**src/rtl/segdrv_pkg.sv**
```systemverilog
package segdrv_pkg;
  localparam int NUM_CH = 2;

  typedef enum logic [1:0] {
    LVL_SEL_P  = 2'b00,
    LVL_SEL_N  = 2'b01,
    LVL_NSEL_P = 2'b10,
    LVL_NSEL_N = 2'b11
  } bias_lvl_e;

  function automatic bias_lvl_e pick_level(input logic on, input logic alt);
    case ({on, alt})
      2'b10:   return LVL_SEL_P;
      2'b11:   return LVL_SEL_N;
      2'b00:   return LVL_NSEL_P;
      default: return LVL_NSEL_N;
    endcase
  endfunction
endpackage

```
**src/rtl/segdrv_sync.sv**
```systemverilog
module segdrv_sync #(
  parameter int W      = 7,
  parameter int STAGES = 2
) (
  input  logic         clk,
  input  logic         rst,
  input  logic [W-1:0] async_i,
  output logic [W-1:0] sync_o,
  output logic [W-1:0] fall_o
);
  logic [W-1:0] stg [STAGES];
  logic [W-1:0] prev_q;

  genvar s;
  generate
    for (s = 0; s < STAGES; s++) begin : g_stage
      if (s == 0) begin : g_first
        always_ff @(posedge clk) begin
          if (rst) stg[s] <= '0;
          else     stg[s] <= async_i;
        end
      end else begin : g_next
        always_ff @(posedge clk) begin
          if (rst) stg[s] <= '0;
          else     stg[s] <= stg[s-1];
        end
      end
    end
  endgenerate

  always_ff @(posedge clk) begin
    if (rst) prev_q <= '0;
    else     prev_q <= stg[STAGES-1];
  end

  assign sync_o = stg[STAGES-1];
  assign fall_o = prev_q & ~stg[STAGES-1];
endmodule

```
**src/rtl/segdrv_chan.sv**
```systemverilog
module segdrv_chan #(
  parameter int CH_BITS = 40
) (
  input  logic               clk,
  input  logic               rst,
  input  logic               dir,
  input  logic               shift_en,
  input  logic               latch_en,
  input  logic               din_l,
  input  logic               din_r,
  output logic [CH_BITS-1:0] sr_q,
  output logic [CH_BITS-1:0] lat_q,
  output logic               dout_l,
  output logic               dout_r,
  output logic               oe_l,
  output logic               oe_r
);
  localparam int TOP = CH_BITS - 1;

  logic [CH_BITS-1:0] sr_next;

  always_comb begin
    if (dir) sr_next = {din_r, sr_q[TOP:1]};
    else     sr_next = {sr_q[TOP-1:0], din_l};
  end

  always_ff @(posedge clk) begin
    if (rst)           sr_q <= '0;
    else if (shift_en) sr_q <= sr_next;
  end

  // latch reads sr_q before the shift of the same edge lands
  always_ff @(posedge clk) begin
    if (rst)           lat_q <= '0;
    else if (latch_en) lat_q <= sr_q;
  end

  assign oe_l   = dir;
  assign oe_r   = ~dir;
  assign dout_l = dir & sr_q[0];
  assign dout_r = ~dir & sr_q[TOP];
endmodule

```
**src/rtl/segdrv_level_enc.sv**
```systemverilog
module segdrv_level_enc #(
  parameter int NSEG = 80
) (
  input  logic              clk,
  input  logic              rst,
  input  logic [NSEG-1:0]   lat_i,
  input  logic              alt_i,
  output logic [2*NSEG-1:0] lvl_o
);
  import segdrv_pkg::*;

  genvar k;
  generate
    for (k = 0; k < NSEG; k++) begin : g_seg
      always_ff @(posedge clk) begin
        if (rst) lvl_o[2*k+1:2*k] <= LVL_NSEL_P;
        else     lvl_o[2*k+1:2*k] <= pick_level(lat_i[k], alt_i);
      end
    end
  endgenerate
endmodule

```
**src/rtl/seg_shift_latch_drv.sv**
```systemverilog
module seg_shift_latch_drv #(
  parameter int CH_BITS     = 40,
  parameter int SYNC_STAGES = 2
) (
  input  logic                                    clk,
  input  logic                                    rst,
  input  logic                                    shift_strb_i,
  input  logic                                    latch_strb_i,
  input  logic                                    alt_i,
  input  logic [segdrv_pkg::NUM_CH-1:0]           dir_i,
  input  logic [segdrv_pkg::NUM_CH-1:0]           ser_l_i,
  input  logic [segdrv_pkg::NUM_CH-1:0]           ser_r_i,
  output logic [segdrv_pkg::NUM_CH-1:0]           ser_l_o,
  output logic [segdrv_pkg::NUM_CH-1:0]           ser_r_o,
  output logic [segdrv_pkg::NUM_CH-1:0]           ser_l_oe,
  output logic [segdrv_pkg::NUM_CH-1:0]           ser_r_oe,
  output logic [2*segdrv_pkg::NUM_CH*CH_BITS-1:0] lvl_o
);
  import segdrv_pkg::*;

  localparam int NSEG   = NUM_CH * CH_BITS;
  localparam int SYNC_W = 3 + 2 * NUM_CH;

  logic [SYNC_W-1:0] sync_v, fall_v;
  logic [NUM_CH-1:0] sl_s, sr_s;
  logic              shift_fall, latch_fall, alt_s;
  logic [NSEG-1:0]   sr_all, lat_all;

  segdrv_sync #(.W(SYNC_W), .STAGES(SYNC_STAGES)) u_sync (
    .clk    (clk),
    .rst    (rst),
    .async_i({ser_r_i, ser_l_i, alt_i, latch_strb_i, shift_strb_i}),
    .sync_o (sync_v),
    .fall_o (fall_v)
  );

  assign shift_fall = fall_v[0];
  assign latch_fall = fall_v[1];
  assign alt_s      = sync_v[2];
  assign sl_s       = sync_v[3 +: NUM_CH];
  assign sr_s       = sync_v[3 + NUM_CH +: NUM_CH];

  genvar c;
  generate
    for (c = 0; c < NUM_CH; c++) begin : g_ch
      segdrv_chan #(.CH_BITS(CH_BITS)) u_chan (
        .clk     (clk),
        .rst     (rst),
        .dir     (dir_i[c]),
        .shift_en(shift_fall),
        .latch_en(latch_fall),
        .din_l   (sl_s[c]),
        .din_r   (sr_s[c]),
        .sr_q    (sr_all[c*CH_BITS +: CH_BITS]),
        .lat_q   (lat_all[c*CH_BITS +: CH_BITS]),
        .dout_l  (ser_l_o[c]),
        .dout_r  (ser_r_o[c]),
        .oe_l    (ser_l_oe[c]),
        .oe_r    (ser_r_oe[c])
      );
    end
  endgenerate

  segdrv_level_enc #(.NSEG(NSEG)) u_enc (
    .clk  (clk),
    .rst  (rst),
    .lat_i(lat_all),
    .alt_i(alt_s),
    .lvl_o(lvl_o)
  );
endmodule

```
**config.mk**
```make
export PLATFORM = sky130hd
export DESIGN_NAME = seg_shift_latch_drv
export DESIGN_NICKNAME = d
export VERILOG_FILES = /design/src/rtl/segdrv_pkg.sv /design/src/rtl/segdrv_sync.sv /design/src/rtl/segdrv_chan.sv /design/src/rtl/segdrv_level_enc.sv /design/src/rtl/seg_shift_latch_drv.sv
export SDC_FILE = /design/constraint.sdc
export NUM_CORES = 1
export LEC_CHECK = 0
export BUFFER_PORTS_ARGS = -buffer_cell sky130_fd_sc_hd__buf_4
export CAP_MARGIN = 10
export CELL_PAD_IN_SITES_DETAIL_PLACEMENT = 2
export CELL_PAD_IN_SITES_GLOBAL_PLACEMENT = 2
export CORE_AREA = 3 3 201 154
export CTS_BUF_LIST = sky130_fd_sc_hd__clkbuf_4
export CTS_CLUSTER_DIAMETER = 200
export DETAILED_ROUTE_END_ITERATION = 7
export DIE_AREA = 0 0 204 157
export HOLD_SLACK_MARGIN = 0.03
export PLACE_DENSITY_LB_ADDON = 0.1
export SLEW_MARGIN = 20
export SYNTH_ARGS = -nofsm -noshare
export SYNTH_HDL_FRONTEND = slang
export SYNTH_SLANG_ARGS = --single-unit
```
**constraint.sdc**
```tcl
create_clock -name clk -period 3.3 [get_ports clk]
set_clock_uncertainty 0.05 [all_clocks]
set_input_delay 0.33 -clock clk [delete_from_list [all_inputs] [get_ports clk]]
set_output_delay 0.33 -clock clk [all_outputs]
set_load 0.01 [all_outputs]
```
# == Word level (Yosys, flattened, before mapping) ==
# Memory sizes are Yosys's and may differ from the RTL's.
# Index checks and enable logic that the tools add are counted.
# word_totals
reg_bits,322
ram_bits,14
input_bits,11
out_inout_bits,168
elab_cells,423
memories,1
# classes
eq_ne,160
n_mux,87
bitwise_logic,10
reduce_logical,80
# memory_table
memory,depth,word_bits,rd,rd_ports_with_merged_regs,wr,line_no,rtl
u_sync.stg,2,7,2,0,2,segdrv_sync.sv:11,logic [W-1:0] stg [STAGES];
# ops
op,count
2-bit case mux with 3 select lines,80
2-bit == test (second input constant),160
2-bit zero test,80
40-bit 2-to-1 mux,2
7-bit 2-to-1 mux,2
1-bit AND,4
1-bit 2-to-1 mux,3
2-bit AND,1
1-bit NOT,2
2-bit NOT,1
1-bit OR,2

# == Depth between registers and ports, before layout ==
# Gate-level depths: netlist of run 1.
# depth
ltp_word,3
ltp_mapped,6
ltp_nobuf,3

# == Cells and area by module ==
# A second synthesis of run 1 with hierarchy kept.
# unflattened
hier_cells,1020
hier_area_um2,11413.4
# modules_own_cells
module,n_inst,cells_each,area_each_um2
segdrv_chan,2,312,3205.6
segdrv_level_enc,1,345,4334.2
segdrv_sync,1,51,668.1

# == Worst setup path before layout of run 1 ==
# OpenSTA, ideal clock, no wires.
# synth_timing
path_kind,in2out
from,input dir_i[0] (netlist name)
to,output ser_l_o[0] (netlist name)
arrival_time_ns,0.953
required_ns,2.920
slack_ns,1.967
cell_stages,4
path_buffers,3
cell_sequence,buf_4 -> clkbuf_4 -> and2_1 -> buf_4
# synth_between
elab_chain_cells,1
# synth_lines
element,line_no,rtl
start: declaration,seg_shift_latch_drv.sv:10,"input logic [segdrv_pkg::NUM_CH-1:0] dir_i,"
1-bit AND,segdrv_chan.sv:40,assign dout_l = dir & sr_q[0];
end: declaration,seg_shift_latch_drv.sv:13,"output logic [segdrv_pkg::NUM_CH-1:0] ser_l_o,"
# No other way between the ends.

# == Worst setup path after layout of run 1 ==
# layout_timing
from,register g_ch[1].u_chan.sr_q[39]
to,output ser_r_o[1] (netlist name)
# layout_between
elab_chain_cells,1
# layout_lines
element,line_no,rtl
start: declaration,segdrv_chan.sv:11,"output logic [CH_BITS-1:0] sr_q,"
start signal: assignment,segdrv_chan.sv:29,else if (shift_en) sr_q <= sr_next;
1-bit AND,segdrv_chan.sv:41,assign dout_r = ~dir & sr_q[TOP];
end: declaration,seg_shift_latch_drv.sv:14,"output logic [segdrv_pkg::NUM_CH-1:0] ser_r_o,"
# No other way between the ends.

==> out/metrics.csv, run 1 <==
stage;metric;value;unit
clock_tree;clock latency at the later pin of the worst-skew pair;690;ps
placed_design;post-detailed-placement cell area;0.0130;mm²
critical_path;highest cell delay on the worst timing path;450;ps
clock_tree;clock net sink count;336;
global_routing;total congestion overflow;0;
synth;Post-Synthesis Cell Area;0.0115;mm²
clock_tree;maximum buffer depth of the clock tree;3;
synth;post-synthesis instance total;1100;
floorplanning;DIE AREA;0.0320;mm²
critical_path;reg2reg setup slack;1530;ps
synth;number of flip-flops and latches in the synthesized netlist;336;
critical_path;crit path launch;g_ch[1].u_chan.sr_q[39];
floorplanning;site row count;54;
detailed_routing;vias per cell;4.75;
status;result of the run;finished clean;
detailed_routing;routed vias;8225;
synth;dominant cells by area after synthesis;sky130_fd_sc_hd__dfxtp_1 58%, sky130_fd_sc_hd__a211oi_2 8.7%, sky130_fd_sc_hd__mux2i_1 6.9%, sky130_fd_sc_hd__nor2b_1 5.4%, sky130_fd_sc_hd__nand2_1 5.2%;
final_layout;most common cell after layout, fill and taps aside;sky130_fd_sc_hd__dfxtp_1;
critical_path;worst path required time;2920;ps
global_routing;largest net degree at the start of global routing;161;
clock_tree;total clock buffers created by CTS;85;
critical_path;Crit. End Element;output port;
placed_design;RD Place Congestion;0.673;
critical_path;ordered cell list for the critical path;nor2b_1 > buf_4;
placed_design;detailed placer's ending HPWL;17200;µm
detailed_routing;Residual DRC;0;
floorplanning;Die Ht;157;µm
timing;Final Setup Violations;0;
final_layout;design area;0.0141;mm²
timing;setup repair after global routing missed its margin;no;
critical_path;data arrival time of the critical path;1440;ps
detailed_routing;initial DRC count;257;
detailed_routing;DR pass1 iterations;4;
critical_path;Max Fanout on Critical Path;4;
timing;total count of hold-check failures in the final report;0;
final_layout;Filler Cell Count;3021;
timing;FMAX;0.550;GHz
floorplanning;core box area;0.0290;mm²
run;max_cap viols;0;
final_layout;Synth-to-Final Area Change;22.0;%
timing;final worst-path cycle share;55.1;%
critical_path;critical path endpoint;ser_r_o[1];
synth;sequential cell area fraction in the yosys report;58.3;%
placed_design;Port Buffers;178;
synth;Syn Area/Cell;10.5;µm²
detailed_routing;remaining antenna violation count after routing;0;
timing;number of pins with negative max-slew slack in the final report;0;
power_and_ir_drop;largest voltage drop on the vdd net;0.000268;V
synth;number of warning messages in the yosys log;0;
global_routing;global-route wire length before repair;50400;µm
synth;fraction of post-synthesis cell area in the top cell type by area;58.3;%
critical_path;RR Endpoint;g_ch[0].u_chan.lat_q[27];
clock_tree;clk root buf;sky130_fd_sc_hd__clkbuf_4;
timing;final worst path period need;1820;ps
critical_path;startpoint type of the worst setup path;flop;
critical_path;critical path's slowest cell;sky130_fd_sc_hd__dfxtp_1;
floorplanning;chip width;204;µm
power_and_ir_drop;power per cell area;576;mW/mm²
floorplanning;I/O pin count;179;
timing;max-slew headroom at the worst pin;26.6;%
timing;post-route setup TNS;0;ps
hold_path;path category of the worst min-delay check;primary input to flop;
clock_tree;clock-pin transition on the worst setup and hold timing paths;70;ps
global_routing;number of antenna violations at the first check in global routing;1;
clock_tree;TritonCTS clock tree;done;
detailed_routing;total wire length;31200;µm
timing;Worst Max-Slew Pin Slew;1100;ps
floorplanning;initial standard-cell utilization of the core;39.8;%
global_routing;vias in the first global route;9048;
power_and_ir_drop;leakage power;5.34;nW
final_layout;share of layout cells above drive strength 1;29.6;%
global_routing;Tot GR Track Use;19.5;%
final_layout;most frequent cells in the layout;336 x sky130_fd_sc_hd__dfxtp_1, 182 x sky130_fd_sc_hd__buf_4, 160 x sky130_fd_sc_hd__nand2_1;
critical_path;Crit Reg-Reg Startpoint;u_sync.prev_q[1];
final_layout;number of nets in the layout;1294;
critical_path;startpoint-to-endpoint class of the critical path;flop to output port;
synth;post-synthesis net count;1111;
detailed_routing;routed wirelength normalized by instance count;18.0;µm
synth;library cell occupying the most area in the post-synthesis netlist;sky130_fd_sc_hd__dfxtp_1;
critical_path;cell depth of the worst flop-to-flop path;4;
synth;Netlist cell types;17;
clock_tree;PostCTS Resize Cnt;0;
clock_tree;CTS HTree Levels;3;
power by group:
part	internal (mW)	leakage [nW]	switching (mW)
sequential	4.13	2.72	0.0600
clock	1.82	0.626	1.70
combinational	0.169	1.99	0.234
cell families (layout without fill, tap and decap cells):
logic type / after synthesis / count (layout) / synth area share (%)
AO/OA/AOI/OAI: 160 / 160 / 12.1
buffers and inverters: 101 / 340 / 4.90
flip-flops: 336 / 336 / 58.3
multiplexers: 80 / 80 / 6.94
other: 0 / 1 / 0
AND/OR/NAND/NOR: 423 / 423 / 17.7
per-stage QoR:
stage               hold slack, ps  instances  setup slack [ps]  power (mW)  utilization (%)
floorplan                      320       1100              1970        4.55                -
global placement               325       1580              1620        4.65             44.7
detailed placement             332       1580              1540        4.67             44.7
CTS                            249       1731              1370        8.27             48.6
global route                   263       1732              1320        8.55             48.6
finish                         337       1732              1480        8.11             48.6
sequential cells by signal, indices dropped and copies added (netlist names):
signal	flops
u_sync.stg	14
g_ch.u_chan.lat_q	80
g_ch.u_chan.sr_q	80
u_enc.lvl_o	160
u_sync.prev_q	2
area by class of cell:
type                    instances  area (µm²)  share of cell area, %
flip-flops and latches        336        6730                   47.8
multi-input cells             663        4270                   30.3
repair buffers                195        1540                   10.9
clock buffers                 120         901                   6.40
well taps                     392         490                   3.48
clock inverters                23         143                   1.01
inverters                       2        7.51                 0.0533
diodes                          1        2.50                 0.0178
per-layer routing:
layer  track usage [%]  part of all wire [%]
met4              6.42                   1.7
met1              23.8                    44
met2              34.3                    50
met5                 0                     0
met3              4.49                   4.1
critical path: cells and delay by family (launching register included):
family,cells,cell delay [ps]
flip-flops,1,450
AND/OR/NAND/NOR,1,170
buffers and inverters,1,130
how the worst min path moves through the flow:
stage                             startpoint                 endpoint  slack, ps  cells after the start
CTS                                 dir_i[1]   g_ch[1].u_chan.sr_q[3]        250                      3
global route                        dir_i[1]   g_ch[1].u_chan.sr_q[3]        260                      3
finish                              dir_i[1]  g_ch[1].u_chan.sr_q[15]        340                      3
detailed placement   g_ch[1].u_chan.lat_q[9]          u_enc.lvl_o[99]        330                      1
global placement    g_ch[1].u_chan.lat_q[12]         u_enc.lvl_o[105]        320                      1
floorplan           g_ch[1].u_chan.lat_q[10]         u_enc.lvl_o[101]        320                      1
cells in the mapped netlist:
cell                       number
sky130_fd_sc_hd__dfxtp_1      336
sky130_fd_sc_hd__nand2_1      160
sky130_fd_sc_hd__nor2b_1       99
sky130_fd_sc_hd__nand2b_1      81
sky130_fd_sc_hd__a211oi_2      80
sky130_fd_sc_hd__a21oi_1       80
sky130_fd_sc_hd__mux2i_1       80
sky130_fd_sc_hd__nor2_1        80
sky130_fd_sc_hd__buf_2         38
sky130_fd_sc_hd__clkbuf_1      29
sky130_fd_sc_hd__buf_4         21
sky130_fd_sc_hd__buf_6          7
sky130_fd_sc_hd__and2_1         2
sky130_fd_sc_hd__buf_1          2
sky130_fd_sc_hd__clkbuf_4       2
sky130_fd_sc_hd__inv_1          2
sky130_fd_sc_hd__nor2b_2        1
repair_timing:
action / in CTS / in global routing
buffers inserted: 0 / 0
hold endpoints to repair: 38 / 0
hold buffers: 8 / 0
Note: power is estimated with default switching activity, not from simulation.
==> inputs of run 2 (changes only) <==
--- a/config.mk
+++ b/config.mk
@@ -9,11 +9,11 @@
 export CAP_MARGIN = 10
 export CELL_PAD_IN_SITES_DETAIL_PLACEMENT = 2
 export CELL_PAD_IN_SITES_GLOBAL_PLACEMENT = 2
-export CORE_AREA = 3 3 201 154
+export CORE_AREA = 3 3 217 166
 export CTS_BUF_LIST = sky130_fd_sc_hd__clkbuf_4
 export CTS_CLUSTER_DIAMETER = 200
 export DETAILED_ROUTE_END_ITERATION = 7
-export DIE_AREA = 0 0 204 157
+export DIE_AREA = 0 0 220 169
 export HOLD_SLACK_MARGIN = 0.03
 export PLACE_DENSITY_LB_ADDON = 0.1
 export SLEW_MARGIN = 20
==> constraint.sdc (replaced) <==
create_clock -name clk -period 1.65 [get_ports clk]
set_clock_uncertainty 0.05 [all_clocks]
set_input_delay 0.165 -clock clk [delete_from_list [all_inputs] [get_ports clk]]
set_output_delay 0.165 -clock clk [all_outputs]
set_load 0.01 [all_outputs]
==> out/metrics.csv, run 2 (synthesis gave the netlist of run 1 again) <==
stage;metric;value;unit
status;result of the run;finished clean;
final_layout;Synth-to-Final Area Change;26.5;%
global_routing;Tot GR Track Use;15.2;%
clock_tree;clock net sink count;336;
critical_path;worst path required time;1430;ps
global_routing;number of antenna violations at the first check in global routing;2;
floorplanning;DIE AREA;0.0372;mm²
timing;final worst-path cycle share;99.1;%
global_routing;largest net degree at the start of global routing;81;
timing;FMAX;0.612;GHz
critical_path;startpoint-to-endpoint class of the critical path;primary input to output port;
clock_tree;clock-pin transition on the worst setup and hold timing paths;70;ps
critical_path;Crit Reg-Reg Startpoint;u_sync.prev_q[0];
final_layout;most common cell after layout, fill and taps aside;sky130_fd_sc_hd__dfxtp_1;
critical_path;RR Endpoint;g_ch[1].u_chan.sr_q[39];
clock_tree;maximum buffer depth of the clock tree;3;
critical_path;Max Fanout on Critical Path;6;
power_and_ir_drop;largest voltage drop on the vdd net;0.000690;V
global_routing;global-route wire length before repair;45700;µm
clock_tree;CTS HTree Levels;3;
critical_path;reg2reg setup slack;180;ps
final_layout;most frequent cells in the layout;332 x sky130_fd_sc_hd__dfxtp_1, 182 x sky130_fd_sc_hd__buf_4, 160 x sky130_fd_sc_hd__nand2_1;
clock_tree;clk root buf;sky130_fd_sc_hd__clkbuf_4;
critical_path;cell depth of the worst flop-to-flop path;4;
power_and_ir_drop;leakage power;5.56;nW
detailed_routing;routed vias;8244;
run;max_cap viols;0;
placed_design;RD Place Congestion;0.688;
hold_path;path category of the worst min-delay check;primary input to flop;
detailed_routing;DR pass1 iterations;4;
final_layout;number of nets in the layout;1323;
floorplanning;chip width;220;µm
timing;Final Setup Violations;0;
final_layout;Final Core Density;42.6;%
global_routing;total congestion overflow;0;
detailed_routing;total wire length;27600;µm
floorplanning;I/O pin count;179;
final_layout;flip-flop count of the largest register, all copies and words added;160;
floorplanning;site row count;59;
final_layout;share of layout cells above drive strength 1;32.0;%
critical_path;data arrival time of the critical path;1420;ps
clock_tree;clock latency at the later pin of the worst-skew pair;750;ps
clock_tree;total clock buffers created by CTS;89;
floorplanning;core box area;0.0343;mm²
final_layout;register with the most flip-flops;u_enc.lvl_o;
power_and_ir_drop;power per cell area;1120;mW/mm²
detailed_routing;Residual DRC;0;
floorplanning;initial standard-cell utilization of the core;33.7;%
final_layout;Filler Cell Count;3664;
detailed_routing;remaining antenna violation count after routing;0;
hold_path;hold path startpoint;rst;
placed_design;detailed placer's ending HPWL;16400;µm
power_and_ir_drop;total chip power;16.4;mW
clock_tree;TritonCTS clock tree;done;
critical_path;Crit. End Element;output port;
timing;number of pins with negative max-slew slack in the final report;0;
timing;post-route setup TNS;0;ps
floorplanning;Die Ht;169;µm
detailed_routing;routed wirelength normalized by instance count;15.1;µm
placed_design;Port Buffers;178;
timing;total count of hold-check failures in the final report;0;
detailed_routing;initial DRC count;265;
timing;final worst path period need;1630;ps
timing;max-slew headroom at the worst pin;30.4;%
timing;Worst Max-Slew Pin Slew;1040;ps
detailed_routing;vias per cell;4.50;
timing;setup repair after global routing missed its margin;yes;
final_layout;Largest regs;u_enc.lvl_o (160), g_ch.u_chan.lat_q (80), g_ch.u_chan.sr_q (80);
hold_path;Hold Path End;u_enc.lvl_o[114];
hold_path;count of cells along the worst hold path;3;
critical_path;startpoint type of the worst setup path;primary input;
global_routing;vias in the first global route;8833;
-- run 2: cell count changes in the layout (fill, tap and decap cells not counted), sizes merged --
cell,before,now
clkinvlp,0,2
inv,4,6
diode,1,2
bufinv,2,0
clkbuf,120,140
buf,187,201
clkinv,19,6
dlygate4sd3,8,19
-- run 2: stage by stage --
step	area (µm²)	worst slack [ps]	instances	hold WS, ps
after floorplan	11500	532	1100	243
final	14600	15.4	1832	286
after CTS	14600	-51.0	1830	188
after global routing	14600	-62.9	1832	206
after detailed placement	13200	287	1655	331
after global placement	13200	345	1655	327
-- run 2: power breakdown --
part           leakage, nW  switching [mW]  internal [mW]  total (mW)
Sequential            2.73          0.0968           8.26        8.35
Combinational         2.16           0.478          0.396       0.874
Clock                0.673            3.32           3.81        7.13
-- run 2: how the worst max path moves through the flow --
stage	startpoint	end	slack [ps]	depth (start not counted)
final	dir_i[1]	ser_r_oe[1]	20	5
after global routing	g_ch[1].u_chan.sr_q[39]	ser_r_o[1]	-60	2
after CTS	g_ch[0].u_chan.sr_q[0]	ser_l_o[0]	-50	2
after detailed placement	u_sync.stg[1][0]	g_ch[1].u_chan.sr_q[39]	290	4
after global placement	u_sync.prev_q[0]	g_ch[0].u_chan.sr_q[20]	350	4
after floorplan	u_sync.prev_q[0]	g_ch[0].u_chan.sr_q[38]	530	5
-- run 2: final cells by class --
class | count | area, µm² | share of cell area [%]
Sequential cell | 336 | 6740 | 46.1
Tap cell | 457 | 572 | 3.92
Clock buffer | 140 | 1050 | 7.20
Multi-Input combinational cell | 663 | 4290 | 29.4
Timing Repair Buffer | 220 | 1890 | 12.9
Inverter | 2 | 7.51 | 0.0514
Clock inverter | 12 | 53.8 | 0.368
Antenna cell | 2 | 5.00 | 0.0343
-- run 2: worst max-delay path, stage by stage --
cell	delay, ps
sky130_fd_sc_hd__buf_4	170
sky130_fd_sc_hd__dlygate4sd3_1	690
sky130_fd_sc_hd__buf_4	200
sky130_fd_sc_hd__inv_1	60
sky130_fd_sc_hd__buf_4	140
-- run 2: repair_timing --
action                     in CTS  in global routing
setup endpoints to repair       4                  6
hold buffers                   19                  0
gates cloned                    0                  0
pin swaps                       0                  0
resized for setup              15                  2
setup buffers                   4                  0
hold endpoints to repair      336                  0
-- run 2: routing by layer --
layer  vias to the layer above  wire, µm  global-route usage (%)
met5                         -         0                       0
met4                         0       815                    6.46
met3                        67      1400                    5.10
met2                       157     13600                    25.7
met1                      3967     11800                    17.6
li1                       4053         -                       -
==> inputs of run 3 (changes only) <==
--- a/config.mk
+++ b/config.mk
@@ -16,6 +16,8 @@
 export DIE_AREA = 0 0 220 169
 export HOLD_SLACK_MARGIN = 0.03
 export PLACE_DENSITY_LB_ADDON = 0.1
+export SETUP_SLACK_MARGIN = 0.02
+export SKIP_LAST_GASP = 1
 export SLEW_MARGIN = 20
 export SYNTH_ARGS = -nofsm -noshare
 export SYNTH_HDL_FRONTEND = slang
==> out/metrics.csv, run 3 (synthesis gave the netlist of run 1 again) <==
stage;metric;value;unit
global_routing;vias in the first global route;8911;
floorplanning;core box area;0.0343;mm²
placed_design;Post-Place Worst Slack;287;ps
clock_tree;clock latency at the later pin of the worst-skew pair;740;ps
detailed_routing;routed wirelength normalized by instance count;15.1;µm
clock_tree;clk root buf;sky130_fd_sc_hd__clkbuf_4;
critical_path;Crit path buffers/inverters;5;
detailed_routing;vias per cell;4.50;
timing;final worst path period need;1640;ps
placed_design;post-detailed-placement cell area;0.0132;mm²
critical_path;RR Endpoint;g_ch[1].u_chan.sr_q[39];
final_layout;flip-flop count of the largest register, all copies and words added;160;
critical_path;worst path required time;1430;ps
run;max_cap viols;0;
detailed_routing;initial DRC count;266;
critical_path;path length in cells of the critical path;5;
clock_tree;CTS HTree Levels;3;
power_and_ir_drop;net switching power of the design;3.90;mW
global_routing;Tot GR Track Use;15.3;%
timing;FMAX;0.611;GHz
timing;total count of hold-check failures in the final report;0;
global_routing;global-route wire length before repair;46000;µm
power_and_ir_drop;power per cell area;1110;mW/mm²
timing;post-route worst hold slack;206;ps
power_and_ir_drop;sequential cell fraction of total power;51.0;%
critical_path;Max Fanout on Critical Path;6;
critical_path;crit path launch;dir_i[1];
power_and_ir_drop;leakage power;5.59;nW
detailed_routing;remaining antenna violation count after routing;0;
final_layout;most frequent cells in the layout;332 x sky130_fd_sc_hd__dfxtp_1, 183 x sky130_fd_sc_hd__buf_4, 160 x sky130_fd_sc_hd__nand2_1;
detailed_routing;DR pass1 iterations;4;
final_layout;most common cell after layout, fill and taps aside;sky130_fd_sc_hd__dfxtp_1;
clock_tree;clock net sink count;336;
power_and_ir_drop;largest voltage drop on the vdd net;0.000690;V
critical_path;Crit. End Element;output port;
placed_design;RD Place Congestion;0.688;
clock_tree;maximum buffer depth of the clock tree;3;
critical_path;Crit Reg-Reg Startpoint;u_sync.stg[1][0];
global_routing;total congestion overflow;0;
critical_path;cell family with most CP delay;buffers and inverters;
final_layout;Synth-to-Final Area Change;27.4;%
floorplanning;site row count;59;
final_layout;register with the most flip-flops;u_enc.lvl_o;
hold_path;path category of the worst min-delay check;primary input to flop;
final_layout;Filler Cell Count;3663;
power_and_ir_drop;combinational power share;5.4;%
critical_path;critical path endpoint;ser_r_oe[1];
floorplanning;chip width;220;µm
clock_tree;TritonCTS clock tree;done;
clock_tree;clock-pin transition on the worst setup and hold timing paths;60;ps
detailed_routing;Residual DRC;0;
critical_path;critical path's slowest cell;sky130_fd_sc_hd__dlygate4sd3_1;
critical_path;data arrival time of the critical path;1420;ps
power_and_ir_drop;Sw Share;23.8;%
clock_tree;total clock buffers created by CTS;89;
critical_path;cell depth of the worst flop-to-flop path;4;
global_routing;number of antenna violations at the first check in global routing;2;
detailed_routing;routed vias;8297;
critical_path;most used cell, CP;sky130_fd_sc_hd__buf_4;
critical_path;ordered cell list for the critical path;buf_4 > dlygate4sd3_1 > buf_4 > inv_1 > buf_4;
floorplanning;I/O pin count;179;
global_routing;largest net degree at the start of global routing;81;
final_layout;number of nets in the layout;1333;
critical_path;highest cell delay on the worst timing path;690;ps
floorplanning;Die Ht;169;µm
hold_path;hold path startpoint;dir_i[0];
status;result of the run;finished clean;
timing;final worst-path cycle share;99.2;%
final_layout;design area;0.0147;mm²
power_and_ir_drop;internal portion of total power;12.5;mW
floorplanning;initial standard-cell utilization of the core;33.7;%
timing;setup repair after global routing missed its margin;yes;
critical_path;reg2reg setup slack;180;ps
final_layout;share of layout cells above drive strength 1;31.8;%
critical_path;startpoint-to-endpoint class of the critical path;primary input to output port;
final_layout;Largest regs;u_enc.lvl_o (160), g_ch.u_chan.lat_q (80), g_ch.u_chan.sr_q (80);
timing;max-slew headroom at the worst pin;30.5;%
power_and_ir_drop;portion of total power attributed to the clock network;43.6;%
timing;Worst Max-Slew Pin Slew;1040;ps
timing;Final Setup Violations;0;
floorplanning;DIE AREA;0.0372;mm²
placed_design;Port Buffers;178;
timing;number of pins with negative max-slew slack in the final report;0;
placed_design;detailed placer's ending HPWL;16400;µm
detailed_routing;total wire length;27900;µm
critical_path;startpoint type of the worst setup path;primary input;
timing;fin worst setup slack;14.0;ps
run 3: cell types whose count changed in the layout (fill, tap and decap cells not counted):
cell                            before  now
sky130_fd_sc_hd__buf_12             13   14
sky130_fd_sc_hd__buf_4             182  183
sky130_fd_sc_hd__buf_6               5    4
sky130_fd_sc_hd__dlygate4sd3_1      19   28
run 3: what timing repair did:
action,4_1_cts,5_1_grt
hold buffers,29,0
gates cloned,0,0
resized for setup,15,1
setup buffers,4,0
endpoints found under the setup margin,4,5
endpoints found under the hold margin,336,0
run 3: cell type report:
| type | count | area, µm² | share of cell area, % |
|---|---|---|---|
| repair buffers | 230 | 1990 | 13.6 |
| diodes | 2 | 5.00 | 0.0340 |
| clock buffers | 140 | 1050 | 7.14 |
| well taps | 457 | 572 | 3.89 |
| inverters | 2 | 7.51 | 0.0510 |
| multi-input cells | 663 | 4290 | 29.2 |
| clock inverters | 12 | 53.8 | 0.366 |
| flip-flops and latches | 336 | 6740 | 45.8 |
run 3: worst min path at each step:
stage,end,slack [ps],depth (start not counted)
floorplan,u_sync.stg[0][0],240,1
global route,g_ch[0].u_chan.sr_q[27],130,5
global placement,u_enc.lvl_o[107],330,1
finish,g_ch[0].u_chan.sr_q[22],210,5
CTS,g_ch[0].u_chan.sr_q[19],100,5
detailed placement,u_enc.lvl_o[121],330,1
run 3: power groups by stage:
stage	Clock [mW]	Sequential (mW)	Combinational, mW
global route	8.06	8.37	0.980
CTS	7.57	8.35	0.912
floorplan	0	8.53	0.564
detailed placement	0	8.54	0.837
finish	7.13	8.35	0.892
global placement	0	8.54	0.819
run 3: stage by stage:
| stage | util [%] | power (mW) | setup TNS, ps | instances |
|---|---|---|---|---|
| floorplan | - | 9.10 | 0 | 1100 |
| global placement | 38.6 | 9.35 | 0 | 1655 |
| detailed placement | 38.6 | 9.38 | 0 | 1655 |
| CTS | 42.9 | 16.8 | -127 | 1840 |
| global route | 42.9 | 17.4 | -178 | 1842 |
| finish | 42.9 | 16.4 | 0 | 1842 |
run 3: worst register-to-register path, stage by stage (launching register included):
cell	delay, ps
sky130_fd_sc_hd__dfxtp_1	350
sky130_fd_sc_hd__nor2b_4	190
sky130_fd_sc_hd__buf_12	340
sky130_fd_sc_hd__nor2_1	210
sky130_fd_sc_hd__a211oi_2	230
run 3: layer usage:
metal | GRT usage (%) | share of wire, % | up-vias
li1 | - | - | 4075
met3 | 5.10 | 5.0 | 66
met1 | 17.7 | 43 | 3996
met4 | 6.46 | 3.0 | 0
met2 | 26.0 | 49 | 160
met5 | 0 | 0 | -
